--- config.mk ---
export PLATFORM = sky130hd
export DESIGN_NAME = tmrI2cCfg
export DESIGN_NICKNAME = d
export VERILOG_FILES = /design/src/rtl/tmrCfgPkg.sv /design/src/rtl/tmrVoter.sv /design/src/rtl/tmrRegBank.sv /design/src/rtl/i2cTargetCtrl.sv /design/src/rtl/tmrI2cCfg.sv
export SDC_FILE = /design/constraint.sdc
export NUM_CORES = 1
export LEC_CHECK = 0
export CAP_MARGIN = 20
export CORE_ASPECT_RATIO = 0.8
export CORE_MARGIN = 1
export CORE_UTILIZATION = 45
export DETAILED_ROUTE_END_ITERATION = 8
export HOLD_SLACK_MARGIN = 0.05
export SETUP_SLACK_MARGIN = 0.5
export SYNTH_ARGS = -nofsm -noshare
export SYNTH_HDL_FRONTEND = slang
export SYNTH_SLANG_ARGS = --single-unit
--- constraint.sdc ---
create_clock -name clk -period 2.6 [get_ports clk]
set_input_delay 0.52 -clock clk [delete_from_list [all_inputs] [get_ports clk]]
set_output_delay 0.52 -clock clk [all_outputs]
set_load 0.02 [all_outputs]
--- src/rtl/tmrCfgPkg.sv ---
package tmrCfgPkg;
  localparam int NUM_REGS = 7;
  localparam int REG_W    = 8;
  localparam int IDX_W    = $clog2(NUM_REGS);
  localparam int BIT_W    = $clog2(REG_W);
  localparam int COPIES   = 3;

  typedef logic [NUM_REGS-1:0][REG_W-1:0] regArray_t;

  // Write strobe from the bus control to the storage.
  typedef struct packed {
    logic             wrEn;
    logic [IDX_W-1:0] wrIdx;
    logic [REG_W-1:0] wrData;
  } cfgStrobe_t;

  function automatic logic [REG_W-1:0] resetValue(input int idx);
    case (idx)
      0:       return REG_W'(8'h20);
      1:       return REG_W'(8'h40);
      2, 3:    return REG_W'(8'h25);
      default: return '0;
    endcase
  endfunction
endpackage

--- src/rtl/tmrVoter.sv ---
module tmrVoter #(
  parameter int W = 8
) (
  input  logic [W-1:0] a,
  input  logic [W-1:0] b,
  input  logic [W-1:0] c,
  output logic [W-1:0] y
);
  assign y = (a & b) | (a & c) | (b & c);
endmodule

--- src/rtl/tmrRegBank.sv ---
module tmrRegBank
  import tmrCfgPkg::*;
(
  input  logic             clk,
  input  logic             rstN,
  input  cfgStrobe_t       strobe,
  input  logic             faultEn,
  input  logic [IDX_W-1:0] faultIdx,
  input  logic [BIT_W-1:0] faultBit,
  input  logic [1:0]       faultCopy,
  output regArray_t        voted,
  output regArray_t [COPIES-1:0] copies
);
  regArray_t [COPIES-1:0] nxtCopy;

  for (genvar r = 0; r < NUM_REGS; r++) begin : gVote
    tmrVoter #(.W(REG_W)) voterInst (
      .a(copies[0][r]),
      .b(copies[1][r]),
      .c(copies[2][r]),
      .y(voted[r])
    );
  end

  // Every copy reloads from the vote each core cycle; a write overrides,
  // and the fault hook flips one chosen copy bit last.
  always_comb begin
    for (int c = 0; c < COPIES; c++) begin
      for (int r = 0; r < NUM_REGS; r++) begin
        nxtCopy[c][r] = voted[r];
        if (strobe.wrEn && strobe.wrIdx == IDX_W'(r))
          nxtCopy[c][r] = strobe.wrData;
        if (faultEn && faultCopy == 2'(c) && faultIdx == IDX_W'(r))
          nxtCopy[c][r][faultBit] = ~voted[r][faultBit];
      end
    end
  end

  always_ff @(posedge clk or negedge rstN) begin
    if (!rstN) begin
      for (int c = 0; c < COPIES; c++)
        for (int r = 0; r < NUM_REGS; r++)
          copies[c][r] <= resetValue(r);
    end else begin
      copies <= nxtCopy;
    end
  end
endmodule

--- src/rtl/i2cTargetCtrl.sv ---
module i2cTargetCtrl
  import tmrCfgPkg::*;
#(
  parameter logic [6:0] DEV_ADDR = 7'h2A
) (
  input  logic       clk,
  input  logic       rstN,
  input  logic       scl,
  input  logic       sdaIn,
  input  regArray_t  voted,
  output logic       sdaOutEn,
  output cfgStrobe_t strobe
);
  typedef enum logic [3:0] {
    ST_IDLE, ST_ADDR, ST_ADDR_ACK, ST_PTR, ST_PTR_ACK,
    ST_WR, ST_WR_ACK, ST_RD, ST_RD_ACK
  } busState_t;

  busState_t        state;
  logic [2:0]       sclSync, sdaSync;
  logic [3:0]       bitCnt;
  logic [REG_W-1:0] shiftIn;
  logic [REG_W-2:0] txBits;
  logic [IDX_W-1:0] ptr, ptrNext;
  logic             isRead, masterAck;
  logic             sclRise, sclFall, startCond, stopCond, sdaNow;

  assign sdaNow    = sdaSync[1];
  assign sclRise   = sclSync[1] & ~sclSync[2];
  assign sclFall   = ~sclSync[1] & sclSync[2];
  assign startCond = sclSync[1] & sclSync[2] & ~sdaSync[1] & sdaSync[2];
  assign stopCond  = sclSync[1] & sclSync[2] & sdaSync[1] & ~sdaSync[2];
  assign ptrNext   = (ptr == IDX_W'(NUM_REGS-1)) ? '0 : ptr + 1'b1;

  assign strobe.wrEn   = (state == ST_WR_ACK) && sclRise;
  assign strobe.wrIdx  = ptr;
  assign strobe.wrData = shiftIn;

  always_ff @(posedge clk or negedge rstN) begin
    if (!rstN) begin
      sclSync <= '1;
      sdaSync <= '1;
    end else begin
      sclSync <= {sclSync[1:0], scl};
      sdaSync <= {sdaSync[1:0], sdaIn};
    end
  end

  always_ff @(posedge clk or negedge rstN) begin
    if (!rstN) begin
      state     <= ST_IDLE;
      bitCnt    <= '0;
      shiftIn   <= '0;
      txBits    <= '0;
      ptr       <= '0;
      isRead    <= 1'b0;
      masterAck <= 1'b0;
      sdaOutEn  <= 1'b0;
    end else if (stopCond) begin
      state    <= ST_IDLE;
      sdaOutEn <= 1'b0;
    end else if (startCond) begin
      state    <= ST_ADDR;
      bitCnt   <= '0;
      sdaOutEn <= 1'b0;
    end else begin
      case (state)
        ST_ADDR, ST_PTR, ST_WR: begin
          if (sclRise) begin
            shiftIn <= {shiftIn[REG_W-2:0], sdaNow};
            bitCnt  <= bitCnt + 1'b1;
          end else if (sclFall && bitCnt == 4'd8) begin
            bitCnt <= '0;
            if (state == ST_ADDR) begin
              if (shiftIn[7:1] == DEV_ADDR) begin
                isRead   <= shiftIn[0];
                sdaOutEn <= 1'b1;
                state    <= ST_ADDR_ACK;
              end else begin
                state <= ST_IDLE;
              end
            end else if (state == ST_PTR) begin
              if (shiftIn < REG_W'(NUM_REGS)) begin
                ptr      <= shiftIn[IDX_W-1:0];
                sdaOutEn <= 1'b1;
                state    <= ST_PTR_ACK;
              end else begin
                state <= ST_IDLE;
              end
            end else begin
              sdaOutEn <= 1'b1;
              state    <= ST_WR_ACK;
            end
          end
        end
        ST_ADDR_ACK: if (sclFall) begin
          if (isRead) begin
            txBits   <= voted[ptr][REG_W-2:0];
            sdaOutEn <= ~voted[ptr][REG_W-1];
            bitCnt   <= 4'd1;
            state    <= ST_RD;
          end else begin
            sdaOutEn <= 1'b0;
            state    <= ST_PTR;
          end
        end
        ST_PTR_ACK: if (sclFall) begin
          sdaOutEn <= 1'b0;
          state    <= ST_WR;
        end
        ST_WR_ACK: begin
          if (sclRise) ptr <= ptrNext;
          else if (sclFall) begin
            sdaOutEn <= 1'b0;
            state    <= ST_WR;
          end
        end
        ST_RD: if (sclFall) begin
          if (bitCnt == 4'd8) begin
            sdaOutEn <= 1'b0;
            state    <= ST_RD_ACK;
          end else begin
            sdaOutEn <= ~txBits[REG_W-2];
            txBits   <= {txBits[REG_W-3:0], 1'b0};
            bitCnt   <= bitCnt + 1'b1;
          end
        end
        ST_RD_ACK: begin
          if (sclRise) begin
            ptr       <= ptrNext;
            masterAck <= ~sdaNow;
          end else if (sclFall) begin
            if (masterAck) begin
              txBits   <= voted[ptr][REG_W-2:0];
              sdaOutEn <= ~voted[ptr][REG_W-1];
              bitCnt   <= 4'd1;
              state    <= ST_RD;
            end else begin
              state <= ST_IDLE;
            end
          end
        end
        default: ;
      endcase
    end
  end
endmodule

--- src/rtl/tmrI2cCfg.sv ---
module tmrI2cCfg
  import tmrCfgPkg::*;
#(
  parameter logic [6:0] DEV_ADDR = 7'h2A
) (
  input  logic             clk,
  input  logic             rstN,
  input  logic             scl,
  input  logic             sdaIn,
  output logic             sdaOutEn,
  input  logic             faultEn,
  input  logic [IDX_W-1:0] faultIdx,
  input  logic [BIT_W-1:0] faultBit,
  input  logic [1:0]       faultCopy,
  output logic [5:0]       modCode,
  output logic [7:0]       biasCode,
  output logic [3:0]       riseAmp,
  output logic [1:0]       riseTime,
  output logic [3:0]       fallAmp,
  output logic [1:0]       fallTime,
  output logic             parallelEn
);
  cfgStrobe_t             ctrlStrobe;
  regArray_t              votedRegs;
  regArray_t [COPIES-1:0] copyRegs;

  i2cTargetCtrl #(.DEV_ADDR(DEV_ADDR)) ctrlInst (
    .clk(clk), .rstN(rstN), .scl(scl), .sdaIn(sdaIn),
    .voted(votedRegs), .sdaOutEn(sdaOutEn), .strobe(ctrlStrobe)
  );

  tmrRegBank bankInst (
    .clk(clk), .rstN(rstN), .strobe(ctrlStrobe),
    .faultEn(faultEn), .faultIdx(faultIdx), .faultBit(faultBit),
    .faultCopy(faultCopy), .voted(votedRegs), .copies(copyRegs)
  );

  assign modCode    = votedRegs[0][5:0];
  assign biasCode   = votedRegs[1];
  assign riseAmp    = votedRegs[2][3:0];
  assign riseTime   = votedRegs[2][5:4];
  assign fallAmp    = votedRegs[3][3:0];
  assign fallTime   = votedRegs[3][5:4];
  assign parallelEn = votedRegs[4][0];
endmodule

# Word level (Yosys, flattened, before mapping)
# Index checks and enable logic that the tools add are counted.
dict set report op_classes {
  n_mux 116
  mul 0
  n_div 0
  n_bitwise 58
  eq_ne 56
  reduce_logical 51
  shifts 0
  n_addsub 2
  magnitude_cmp 4
}
# cell count
set ops {}
lappend ops {{8-bit two-way mux} 29}
lappend ops {{8-bit bitwise AND} 21}
lappend ops {{8-bit bitwise OR} 14}
lappend ops {{4-bit two-way mux} 22}
lappend ops {{8-bit bitwise mux} 7}
lappend ops {{7-bit two-way mux} 7}
lappend ops {{1-bit logical AND} 34}
lappend ops {{3-bit two-way mux} 11}
lappend ops {{4-bit by 1-bit != test with 1-bit output, second input constant} 7}
lappend ops {{1-bit two-way mux} 25}
lappend ops {{8-bit binary-select mux with 3-bit select} 1}
lappend ops {{4-bit one-hot mux with 6 select lines} 1}
lappend ops {{1-bit binary-select mux with 3-bit select} 7}
lappend ops {{7-bit one-hot mux with 3 select lines} 1}
lappend ops {{10-bit AND reduction} 2}
lappend ops {{3-bit equality test, second input constant} 6}
lappend ops {{2-bit by 1-bit != test with 1-bit output, second input constant} 9}
lappend ops {{9-bit AND reduction} 2}
lappend ops {{4-bit by 3-bit equality test with 1-bit output, second input constant} 4}
lappend ops {{1-bit NOT} 16}
lappend ops {{4-bit one-hot mux with 4 select lines} 1}
lappend ops {{3-bit by 1-bit != test with 1-bit output, second input constant} 5}
lappend ops {{3-bit by 2-bit equality test with 1-bit output, second input constant} 4}
lappend ops {{4-bit != test, second input constant} 3}
lappend ops {{other kinds (33)} 48}
dict set report totals {
  in_bits 13
  elab_cells 318
  romBits 0
  mem_bits_rw 0
  output_inout_bits 28
  latch_bits 0
  ff_bits 203
  memories 0
}

# Longest topological paths before layout
dict set report logic_depth {
  depth_word 12
  depth_mapped 8
  mapped_depth_nobuf 7
}

# By module
# From an unflattened synthesis, not the netlist that was laid out.
dict set report unflattened {
  cells_unflattened 1273
  area_unflattened_um2 11925.2
}
# module n_inst cells_per_inst area_each_um2 seq_area_each_um2
set by_module_without_submodules {}
lappend by_module_without_submodules {tmrRegBank 1 961 8717.1 4234.1}
lappend by_module_without_submodules {i2cTargetCtrl 1 256 2577.5 883.3}
lappend by_module_without_submodules {tmrVoter 7 8 90.1 0.0}

# Worst setup path after synthesis
# Ideal clock, no wire load.
dict set report synth_timing {
  path_type {register to register}
  startpoint {reg ctrlInst.sclSync[1]}
  endpoint {reg bankInst.copies[125] in the netlist's numbering}
  required_time_ns 2.461
  arrival_time_ns 1.830
  path_stages_with_launch 9
  slack_ns 0.631
  path_cell_list {dfstp_2 > buf_2 > nand2b_1 > nor3_4 > and3_1 > buf_4 > buf_6 > mux2i_1 > mux2i_1}
}
# element line_no
set synth_rtl {}
lappend synth_rtl {{start, declared} i2cTargetCtrl.sv:20} ;# logic [2:0] sclSync, sdaSync;
lappend synth_rtl {{start signal, assigned} i2cTargetCtrl.sv:44} ;# sclSync <= {sclSync[1:0], scl};
lappend synth_rtl {{end signal, assigned by index} tmrRegBank.sv:43} ;# copies[c][r] <= resetValue(r);
lappend synth_rtl {{end signal, assigned} tmrRegBank.sv:45} ;# copies <= nxtCopy;
lappend synth_rtl {{end, declared} tmrRegBank.sv:12} ;# output regArray_t [COPIES-1:0] copies

# Final worst setup path
dict set report layout_timing {
  startpoint {reg bankInst.copies[60] in the netlist's numbering}
  endpoint {out modCode[4]}
}
dict set report layout_via {
  elab_chain_len 3
}
# element line_no
set layout_lines {}
lappend layout_lines {{8-bit bitwise AND} tmrVoter.sv:9} ;# assign y = (a & b) | (a & c) | (b & c);
lappend layout_lines {{8-bit bitwise OR} tmrVoter.sv:9}
lappend layout_lines {{8-bit bitwise OR *} tmrVoter.sv:9}
lappend layout_lines {{end, declared} tmrI2cCfg.sv:15} ;# output logic [5:0] modCode,
# Every way passes the cells marked *; elsewhere a longest branch is shown, timed or not.

==> run summary <==
Status = finished, violations left
Failing checks = design-rule violations
TritonCTS buffer count = 22
Cell count along the critical path = 2
Worst vdd ir = 0.000537 V
Commonest non-fill, non-tap cell in the layout = mux2i_1
Worst Path Arrival = 1.55 ns
CP Max Fanout = 6
Comb pwr share = 24.9%
Slew HR = 50.8%
CP bufs+invs = 1
Sequential power share = 39.9%
Unique masters post-synth = 64
Fin Clk Skew = 0.0152 ns
GPL Wtd Cong = 0.883
Crit path launch type = flop
Die width = 174 um
Static Leak = 5.10 nW
Simple-Gate Fraction of Synth Area = 14.4%
Final Net Count = 1,098
Synth Instances = 981
Clk_lat worst skew = 0.52 ns
IO Port Bufs = 40
First drt pass iteration count = 7
Reg clk slew, reported paths = 0.06 ns
Crit path kind = reg2out
# diodes = 0
Synth area leaders = dfrtp_1, mux2i_1, dfstp_2
Worst min-delay path startpoint = ctrlInst.sdaSync[0]
Global route overflow = 0
Worst Setup End Kind = output pin
Multi-input gate area = 5530 um2
# fillers = 2,014
Area Overhead vs Synth = 20.9%
Yosys top cell area share = 40.5%
Register area share after synthesis = 47.9%
Vias = 7,868
Final setup vio count = 0
Post-synthesis xor/xnor area fraction = 0.0820%
Synth Area in Compound Gates = 5.39%
Worst endpoint required time = 2.08 ns
Pwr per Cell Area = 724 nW/um2
Initial Util = 45.8%
Critical Path, Cell by Cell = maj3_2 > clkdlybuf4s15_2
Die area = 24,400 um2
Worst r2r path cells = 6
Hold depth = 0
Mapped Area = 10,700 um2
Routed wire length = 28,700 um
Most frequent cells in the layout = mux2i_1, dfrtp_1, nand2_1, nor2_1, buf_4
Vias in the first global route = 7,640
CTS tree = built
Crit-path max cell delay = 0.38 ns
Reg2Reg Launch Point = ctrlInst.state[2]
Largest family of logic cells by synthesized area = multiplexers
Synth warn = 0
Final Hold Viols = 0
Leading area contributor after synthesis = dfrtp_1
Clock sinks = 203
Mux cell area share after synthesis = 24.4%
Worst path top cell family by delay = adder cells
Root buf cell = clkbuf_16
Number of flops mapped to enable cells by yosys = 0
Critical Path Slowest Stage Cell = maj3_2
Initial antenna violation count = 1
Setup TNS = 0 ns
Fmax = 0.484 GHz
H-tree depth = 1
Net Count, Synth = 997
Final Cycle Share = 79.5%
Switching Share = 31.9%
HP Class = reg2reg
Worst-Margin Slew = 0.738 ns
Ys flop type = dfrtp_1
Layout cell share with drive strength beyond 1 = 25.0%
I/O Pins = 41
RSZ-0062 raised after global routing = yes
Drt wl/cell = 20.3 um
Hold Worst Slack = 0.356 ns
Die Ht = 140 um
Reg2Reg Capture Point = ctrlInst.state[2]
Ys async rst share = 100%
Std cell rows = 50
Number of max-slew violations in the final report = 0
Register Area = 5120 um2
Final Util = 55.3%
GRT Overall Usage = 24.0%
Vias per inst = 5.58
DP HPWL = 19,800 um
R2R Setup Slk = 0.55 ns
Adder-cell area share of the yosys netlist = 5.60%
Avg Cell Area, Syn = 10.9 um2
Clock Path Buffers = 3
Largest net degree at the start of global routing = 57
DRC viols = 1
Routed Antenna Nets = 0
Number of synthesized register bits = 203
Clock share of power = 35.2%
Initial DRC count = 477
First-pass GRT wire length = 44,800 um
Fin crit period = 2.07 ns
Internal power = 6.37 mW
P_sw = 2.98 mW
Hold Path Sink = ctrlInst.sdaSync[1]
Core Footprint = 23,300 um2
Max-cap violations = 0
[layout make-up]
type / count / area share (%)
Clock buffer: 31 / 5.23
Clock inverter: 9 / 0.737
Inverter: 9 / 0.291
Multi-Input combinational cell: 725 / 42.8
Sequential cell: 203 / 39.7
Tap cell: 312 / 3.02
Timing Repair Buffer: 121 / 8.18
[through the flow]
step                cell area (um2)  cells  setup slack [ns]  total power, mW
floorplan                     10700    981             0.631             5.01
global placement              11700   1339             0.218             5.77
detailed placement            11700   1339             0.155             5.77
CTS                           12600   1385             0.395             9.15
global route                  12900   1410             0.474             9.73
finish                        12900   1410             0.534             9.35
[power by group through the flow]
| stage | clock, mW | sequential, mW | combinational [mW] |
|---|---|---|---|
| CTS | 3.35 | 3.73 | 2.07 |
| detailed placement | 0 | 3.77 | 2.00 |
| finish | 3.29 | 3.73 | 2.33 |
| global route | 3.47 | 3.76 | 2.50 |
| floorplan | 0 | 3.58 | 1.43 |
| global placement | 0 | 3.77 | 2.00 |
[synth_stat cells (2+ instances only)]
cell type  count
a21oi_1       17
and2_1         4
buf_2          7
dfstp_2       30
nand2b_1       6
nor3b_1        5
o21ai_1        2
o311ai_0       2
and3b_1       10
maj3_1        56
a31oi_1        8
mux4_2         6
clkbuf_1      26
mux2i_1      233
nor2b_1        4
mux2_2        12
nand2_1      130
nor3_1         6
nor2_1       111
dfrtp_1      173
or2_2          2
a211oi_1       5
or3b_2         5
or3_1          2
nand3_2        3
and4_1         2
nand4_1        4
a221oi_1       5
buf_1          5
inv_1          9
buf_6          3
o32ai_1        2
o21ai_0       23
buf_4          3
nand3b_1      10
o211ai_1       6
nand3_1       10
o21a_1         3
and3_1         4
ha_1           3
[sequential cells by signal, summed over array words and instances, names as in the netlist]
name / cells
ctrlInst.state: 4
ctrlInst.sdaOutEn: 1
ctrlInst.ptr: 3
ctrlInst.masterAck: 1
ctrlInst.txBits: 7
ctrlInst.shiftIn: 8
ctrlInst.bitCnt: 4
bankInst.copies: 168
ctrlInst.sclSync: 3
ctrlInst.sdaSync: 3
ctrlInst.isRead: 1
[how the worst max path moves through the flow]
stage | from | to | slack, ns
after floorplan | ctrlInst.sclSync[1] | bankInst.copies[125] | 0.63
after global placement | faultBit[1] | bankInst.copies[140] | 0.22
after detailed placement | faultIdx[2] | bankInst.copies[124] | 0.15
after CTS | bankInst.copies[128] | riseAmp[0] | 0.39
after global routing | ctrlInst.state[3] | bankInst.copies[113] | 0.47
final | bankInst.copies[60] | modCode[4] | 0.53
[per-layer routing]
| layer | routed length, um | global-route usage [%] | share of wire [%] |
|---|---|---|---|
| met1 | 14200 | 37.0 | 49 |
| met2 | 12300 | 35.1 | 43 |
| met3 | 1490 | 3.20 | 5.2 |
| met4 | 739 | 7.02 | 2.6 |
| met5 | 13 | 0 | 0.045 |
[logic make-up (layout without fill, tap and decap cells)]
| logic type | Yosys count | after routing |
|---|---|---|
| AOI/OAI and AO/OA | 86 | 86 |
| xor gates and xnor gates | 1 | 1 |
| adders and majority gates | 59 | 59 |
| buffers and inverters | 53 | 170 |
| DFF | 203 | 203 |
| muxes | 251 | 251 |
| and+or+nand+nor | 328 | 328 |
[repair_timing]
action,4_1_cts,5_1_grt
hold buffers,1,0
gates cloned,0,0
gates resized for setup,120,46
endpoints found under the setup margin,182,195
setup buffers,5,25
hold endpoints to repair,38,0
pin swaps,5,11
Note: power is estimated with default switching activity, not from simulation.
